`config.mk`:
```
export PLATFORM = sky130hd
export DESIGN_NAME = vec_irq_periph
export DESIGN_NICKNAME = d
export VERILOG_FILES = /design/src/rtl/vip_pkg.sv /design/src/rtl/vip_ctrl.sv /design/src/rtl/vip_datapath.sv /design/src/rtl/vec_irq_periph.sv
export SDC_FILE = /design/constraint.sdc
export NUM_CORES = 1
export LEC_CHECK = 0
export BUFFER_PORTS_ARGS = -buffer_cell sky130_fd_sc_hd__buf_2
export CAP_MARGIN = 20
export CELL_PAD_IN_SITES_DETAIL_PLACEMENT = 1
export CELL_PAD_IN_SITES_GLOBAL_PLACEMENT = 1
export CORE_UTILIZATION = 29
export CTS_CLUSTER_DIAMETER = 30
export CTS_CLUSTER_SIZE = 8
export DETAILED_ROUTE_END_ITERATION = 10
export PLACE_DENSITY = 0.84
export SETUP_SLACK_MARGIN = 0.2
export SYNTH_ARGS = -nofsm -noshare
export SYNTH_HDL_FRONTEND = slang
export SYNTH_HIERARCHICAL = 1
export SYNTH_SLANG_ARGS = --single-unit
```
`constraint.sdc`:
```
create_clock -name clk -period 2.05 [get_ports clk]
set_input_delay 0.41 -clock clk [delete_from_list [all_inputs] [get_ports clk]]
set_output_delay 0.41 -clock clk [all_outputs]
set_load 0.01 [all_outputs]
```
`src/rtl/vip_pkg.sv`:
```
package vip_pkg;
  // Strobes from control to datapath; at most one sel* is high per cycle.
  typedef struct packed {
    logic loadIn;   // capture inData into holding register
    logic loadRes;  // write busWrData into result register
    logic selVec;   // drive full vector
    logic selIdx;   // drive table index
    logic selIn;    // drive holding register
    logic selRes;   // drive result register
  } vipStrobes_t;
endpackage

```
`src/rtl/vip_ctrl.sv`:
```
module vip_ctrl
  import vip_pkg::*;
#(
  parameter int AW = 16,
  parameter logic [AW-1:0] IN_ADDR  = 16'h8000,
  parameter logic [AW-1:0] RES_ADDR = 16'h8001
) (
  input  logic          clk,
  input  logic          rstN,
  input  logic          inValid,
  input  logic [AW-1:0] busAddr,
  input  logic          busRd,
  input  logic          busWr,
  input  logic          intAck,
  input  logic          tableMode,
  output logic          intReq,
  output logic          overrun,
  output logic          busDoutEn,
  output vipStrobes_t   strb
);
  logic reqQ, ovQ;
  logic ackHit, rdIn, rdRes, wrRes;
  logic reqNext, ovNext;

  assign ackHit = intAck && reqQ;
  assign rdIn   = busRd && (busAddr == IN_ADDR) && !ackHit;
  assign rdRes  = busRd && (busAddr == RES_ADDR) && !ackHit;
  assign wrRes  = busWr && (busAddr == RES_ADDR);

  always_comb begin
    reqNext = reqQ;
    ovNext  = ovQ;
    if (rdIn) begin
      reqNext = 1'b0;
      ovNext  = 1'b0;
    end
    if (inValid) begin
      reqNext = 1'b1;
      if (reqQ && !rdIn) ovNext = 1'b1;
    end
  end

  always_ff @(posedge clk or negedge rstN) begin
    if (!rstN) begin
      reqQ <= 1'b0;
      ovQ  <= 1'b0;
    end else begin
      reqQ <= reqNext;
      ovQ  <= ovNext;
    end
  end

  assign intReq       = reqQ;
  assign overrun      = ovQ;
  assign busDoutEn    = ackHit || rdIn || rdRes;
  assign strb.loadIn  = inValid;
  assign strb.loadRes = wrRes;
  assign strb.selVec  = ackHit && !tableMode;
  assign strb.selIdx  = ackHit && tableMode;
  assign strb.selIn   = rdIn;
  assign strb.selRes  = rdRes;

  assert_req_after_capture_R1: assert property (@(posedge clk) disable iff (!rstN)
    inValid |=> intReq);
  assert_req_holds_R3: assert property (@(posedge clk) disable iff (!rstN)
    (intReq && !(busRd && busAddr == IN_ADDR)) |=> intReq);
  assert_req_drops_R3: assert property (@(posedge clk) disable iff (!rstN)
    (busRd && busAddr == IN_ADDR && !intAck && !inValid) |=> !intReq);
  assert_overrun_set_R8: assert property (@(posedge clk) disable iff (!rstN)
    (inValid && intReq && !busRd) |=> overrun);
  assert_ack_keeps_R11: assert property (@(posedge clk) disable iff (!rstN)
    (intAck && intReq && overrun) |=> (intReq && overrun));
endmodule

```
`src/rtl/vip_datapath.sv`:
```
module vip_datapath
  import vip_pkg::*;
#(
  parameter int DW = 8,
  parameter int IW = 8,
  parameter logic [DW-1:0] FULL_VECTOR = 16,
  parameter logic [IW-1:0] TABLE_INDEX = 3
) (
  input  logic          clk,
  input  logic          rstN,
  input  vipStrobes_t   strb,
  input  logic [DW-1:0] inData,
  input  logic [DW-1:0] busWrData,
  output logic [DW-1:0] busDout,
  output logic [DW-1:0] resultData
);
  localparam logic [DW-1:0] IDX_EXT = DW'(TABLE_INDEX);

  logic [DW-1:0] holdQ, resQ;

  always_ff @(posedge clk or negedge rstN) begin
    if (!rstN) begin
      holdQ <= '0;
      resQ  <= '0;
    end else begin
      if (strb.loadIn)  holdQ <= inData;
      if (strb.loadRes) resQ  <= busWrData;
    end
  end

  always_comb begin
    if (strb.selVec)      busDout = FULL_VECTOR;
    else if (strb.selIdx) busDout = IDX_EXT;
    else if (strb.selIn)  busDout = holdQ;
    else if (strb.selRes) busDout = resQ;
    else                  busDout = '0;
  end

  assign resultData = resQ;

  assert_one_sel_R7: assert property (@(posedge clk) disable iff (!rstN)
    $onehot0({strb.selVec, strb.selIdx, strb.selIn, strb.selRes}));
  assert_hold_stable_R4: assert property (@(posedge clk) disable iff (!rstN)
    !strb.loadIn |=> $stable(holdQ));
endmodule

```
`src/rtl/vec_irq_periph.sv`:
```
module vec_irq_periph
  import vip_pkg::*;
#(
  parameter int DW = 8,
  parameter int AW = 16,
  parameter int IW = 8,
  parameter logic [AW-1:0] IN_ADDR     = 16'h8000,
  parameter logic [AW-1:0] RES_ADDR    = 16'h8001,
  parameter logic [DW-1:0] FULL_VECTOR = 16,
  parameter logic [IW-1:0] TABLE_INDEX = 3
) (
  input  logic          clk,
  input  logic          rstN,
  input  logic          inValid,
  input  logic [DW-1:0] inData,
  input  logic [AW-1:0] busAddr,
  input  logic          busRd,
  input  logic          busWr,
  input  logic [DW-1:0] busWrData,
  input  logic          intAck,
  input  logic          tableMode,
  output logic [DW-1:0] busDout,
  output logic          busDoutEn,
  output logic          intReq,
  output logic          overrun,
  output logic [DW-1:0] resultData
);
  vipStrobes_t strb;

  vip_ctrl #(.AW(AW), .IN_ADDR(IN_ADDR), .RES_ADDR(RES_ADDR)) uCtrl (
    .clk(clk), .rstN(rstN), .inValid(inValid), .busAddr(busAddr),
    .busRd(busRd), .busWr(busWr), .intAck(intAck), .tableMode(tableMode),
    .intReq(intReq), .overrun(overrun), .busDoutEn(busDoutEn), .strb(strb)
  );

  vip_datapath #(.DW(DW), .IW(IW), .FULL_VECTOR(FULL_VECTOR),
                 .TABLE_INDEX(TABLE_INDEX)) uData (
    .clk(clk), .rstN(rstN), .strb(strb), .inData(inData),
    .busWrData(busWrData), .busDout(busDout), .resultData(resultData)
  );

  assert_vector_R2: assert property (@(posedge clk) disable iff (!rstN)
    (intAck && intReq && !tableMode) |-> (busDoutEn && busDout == FULL_VECTOR));
  assert_index_R6: assert property (@(posedge clk) disable iff (!rstN)
    (intAck && intReq && tableMode) |-> (busDoutEn && busDout == DW'(TABLE_INDEX)));
  assert_bus_idle_R7: assert property (@(posedge clk) disable iff (!rstN)
    !busDoutEn |-> (busDout == '0));
  assert_no_drive_R10: assert property (@(posedge clk) disable iff (!rstN)
    (!busRd && !(intAck && intReq)) |-> !busDoutEn);
endmodule

```
# After elaboration in Yosys (flattened, before gate mapping)
# Index checks and enable logic that the tools add are counted.
# totals
inputBits	39
register_bits	18
out_inout_bits	19
wordCells	30
# classes
mux	9
n_reduce_logical	15
n_eq_ne	2
# ops
op	n
== test 16 bit (second input constant)	2
2-to-1 mux 8 bit	4
logical AND 1 bit	9
2-to-1 mux 1 bit	5
logical NOT 1 bit	3
logical OR 1 bit	2
nonzero test 2 bit	1

# Depth between registers and ports, before layout
# depth
ltp_word	7
mapped_depth	7
depth_no_buf	5

# Modules after synthesis
# The synthesis kept the hierarchy.
# by_module_without_submodules
mod	area_each_um2	instances	seq_area_each_um2	cells_each
vip_datapath	753.2	1	400.4	61
vip_ctrl	301.5	1	50.0	33

# Worst setup path before layout
# OpenSTA, ideal clock, no wires.
# synth_timing
path_kind	input to output
from	input busAddr[6]
to	output busDout[4]
n_path_buf	2
t_required_ns	1.640
path_slack_ns	0.014
t_arrival_ns	1.626
stages	7
path_cell_list	nor4_4 -> nand4_2 -> nor3b_2 -> buf_4 -> buf_6 -> nor4bb_1 -> a311o_1
# synth_between
elab_chain_len	7
word_cells_on_any_way	10
cone_classes	eq/ne (2); mux (4); reduce/logical (4)
# synth_rtl
item	line	source
from (decl)	vec_irq_periph.sv:16	input logic [AW-1:0] busAddr,
== test 16 bit	vip_ctrl.sv:27	assign rdRes = busRd && (busAddr == RES_ADDR) && !ackHit;
logical AND 1 bit (2 in series)	vip_ctrl.sv:27	
via uCtrl.rdRes	vip_ctrl.sv:22	logic ackHit, rdIn, rdRes, wrRes;
2-to-1 mux 8 bit	vip_datapath.sv:35	else if (strb.selRes) busDout = resQ;
2-to-1 mux 8 bit	vip_datapath.sv:34	else if (strb.selIn) busDout = holdQ;
2-to-1 mux 8 bit	vip_datapath.sv:33	else if (strb.selIdx) busDout = IDX_EXT;
2-to-1 mux 8 bit	vip_datapath.sv:32	if (strb.selVec) busDout = FULL_VECTOR;
to (decl)	vec_irq_periph.sv:22	output logic [DW-1:0] busDout,
# The timed path passes the listed nets, and every way through them passes these cells.

==> results.ini <==
[grt]
grt_max_degree = 19
top_usage_layer = met2
grt_pass1_wl_mm = 4.91
use_met2 = 0.305
overflow = 0
antenna_found_initial = 0
grt_use_met3 = 0.0441
use_met1 = 0.170
grt_usage = 0.161
grt_pass1_vias = 1091

[timing]
relSlewSlack = 0.723
worst_pin_slew_ns = 0.416
finClkSkew_ns = 0.00111
period_needed_ns = 2.20
setup_ws_ns = -0.147
setup_tns_ns = -1.11
maxSlewViolCount = 0
finalSetupViolations = 8
hold_viol_final = 0
max_freq_mhz = 455
rsz0062_at_grt = yes
period_share = 1.07

[logic_synthesis]
synth_compound_area_frac = 0.0735
synth_top_family_by_area = simple AND/OR/NAND/NOR gates
synth_xor_area_frac = 0
synth_mux_area_frac = 0.171
ys_seq_elements = 18
synthAdderAreaFrac = 0
synth-seq-area-share = 0.427
yosys.area_share.simple = 0.268
yosysWarnings = 6
ys_types = 24
postSynthCellCount = 94
synth_nets = 133
avgSynthCellArea_sq_um = 11.2
synthesis.area_sq_um = 1050

[critical_path]
critical_path.max_stage_delay_ns = 0.31
crit_chain = buf_8 > nor4_4 > nand4_2 > nor3b_2 > buf_4 > nand3b_1 > a21oi_2 > buf_2
crit_type = in2out
worstPathArrival_ns = 1.79
reg2regPathDepth = 2
r2r_slack_ns = 1.19
cp-start-kind = input port
crit_fanout = 7
crit_required_ns = 1.64
worst_path_dominant_cell_family = simple AND/OR/NAND/NOR gates
worstReg2RegStart = uCtrl/intReq$_DFFE_PN0P_
cp_num_buf_inv = 3
r2r_end = uCtrl/overrun$_DFF_PN0_
critPathCaptureType = output port
critPathSlowestCell = nor4_4

[cts]
cts_max_path_buffers = 2
clock_tree.root_cell = clkbuf_4
tritoncts.num_buffers = 3
clk_pin_slew_ns = 0.09
cts_tree = yes
clk_latency_ns = 0.28
cts_sinks = 18
htree_levels = 1

[outcome]
status = finished, violations left
violations = setup timing

[worst_hold_path]
hold_class = in2async

[placed_design]
place.gp.congestion = 0.879
port-buffer-count = 57
dpl.hpwl_mm = 2.44

[drt]
dr_total_vias = 985
antenna_left = 0
drt_wl_total_mm = 2.84
drtPass1Iterations = 4
via_per_inst = 4.88
routedWlPerCell_microns = 14.0
first_iter_violations = 23
drcViolationCount = 0

[floorplanning]
ioPinCount = 58
die-area_sq_um = 3880
row_count = 21
initial_utilization = 0.309
fp.dieW_microns = 62.3
core-area_sq_um = 3420
die_h_microns = 62.3

[power_and_ir_drop]
p_per_area_nw_per_um2 = 444
fin_total_pwr_uw = 668
ir_drop_uv = 159
p_leak_nw = 0.709

[final_layout]
area_delta_synth_final_pct = 42.6
antenna_cells = 0
mostFrequentLayoutCell = buf_2
fin_nets = 197
layout-drive-gt1-share = 0.654
final_cell_mix = buf_2, dfrtp_1, mux2_2, buf_4

[job]
cap_viol_max_count = 0

==> Yosys cell counts <==
| cell | instances | area (sq um) |
|---|---|---|
| and4bb_2 | 1 | 12.5 |
| and4_1 | 1 | 8.76 |
| a41oi_1 | 2 | 17.5 |
| nor4bb_1 | 1 | 10.0 |
| dfrtp_1 | 18 | 450 |
| inv_1 | 2 | 7.51 |
| nor4b_1 | 1 | 8.76 |
| and3_1 | 1 | 6.26 |
| nand3_1 | 1 | 5.00 |
| nor3_1 | 2 | 10.0 |
| or2_1 | 1 | 6.26 |
| nor2_1 | 4 | 15.0 |
| a311o_1 | 1 | 10.0 |
| nor4_1 | 2 | 12.5 |
| a21oi_1 | 10 | 50.1 |
| nand3b_1 | 7 | 52.6 |
| mux2_2 | 16 | 180 |
| buf_6 | 1 | 11.3 |
| buf_4 | 4 | 30.0 |
| nand4_2 | 1 | 12.5 |
| nor4_4 | 3 | 63.8 |
| nand2_1 | 9 | 33.8 |
| buf_2 | 3 | 15.0 |
| nor3b_2 | 2 | 25.0 |
==> repair_timing <==
| item | in CTS | in global routing |
|---|---|---|
| resized for setup | 10 | 1 |
| buffers inserted | 1 | 1 |
| endpoints found under the setup margin | 8 | 8 |
| hold buffers | 0 | 0 |
| pin swaps | 10 | 3 |
==> how the worst max path moves through the flow <==
stage	start	end	slack (ns)	cells after the start
5_1_grt	busAddr[14]	busDout[0]	-0.27	8
4_1_cts	busAddr[14]	busDout[0]	-0.19	8
3_5_place_dp	busAddr[10]	busDout[0]	-0.23	8
3_3_place_gp	busAddr[10]	busDout[0]	-0.14	8
6_report	busAddr[14]	busDout[0]	-0.15	8
2_1_floorplan	busAddr[6]	busDout[4]	0.02	7
==> per-layer routing <==
layer  part of all wire  up-vias  wire, microns
met5                  0        -              0
met4              0.012        0             33
met3              0.070        4            200
met2               0.53       43           1520
met1               0.38      468           1090
li1                   -      470              -
==> power breakdown <==
part           total [mW]  switching [mW]  internal [mW]
registers           0.380         0.00959          0.371
logic               0.124          0.0572         0.0669
clock network       0.164          0.0955         0.0682
==> flip-flops by register name, summed over array words and instances (netlist names) <==
name / cells
uData/holdQ: 8
uData/resultData: 8
uCtrl/intReq: 1
uCtrl/overrun: 1
==> worst reg2reg max path: cells and delay by family (launching register included) <==
family           cells  cell delay (ns)
AO/OA/AOI/OAI        1             0.22
AND/OR/NAND/NOR      1             0.14
flip-flops           1             0.42
==> stage by stage <==
stage / util / std cells / hold WS [ns] / instance area (sq um) / setup WS [ns]
finish: 0.440 / 202 / 0.0467 / 1500 / -0.147
global route: 0.440 / 202 / 0.0469 / 1500 / -0.271
CTS: 0.437 / 201 / 0.0402 / 1490 / -0.190
detailed placement: 0.419 / 197 / 0.363 / 1430 / -0.225
global placement: 0.419 / 197 / 0.356 / 1430 / -0.144
floorplan: - / 94 / 0.114 / 1090 / 0.0220
==> kinds of logic (layout without fill, tap and decap cells) <==
| family | Yosys count | after routing |
|---|---|---|
| mux | 16 | 16 |
| simple gates | 37 | 37 |
| buf+inv | 10 | 72 |
| flops | 18 | 18 |
| compound gates | 13 | 13 |
==> area by class of cell <==
class,instances,area [sq um]
inverter,2,7.51
fill,423,1910
tap,46,57.6
multi-input combinational,66,573
sequential,18,450
timing repair buffer,67,393
clock buffer,3,22.5
No activity file was read; power rests on OpenSTA's default activity.
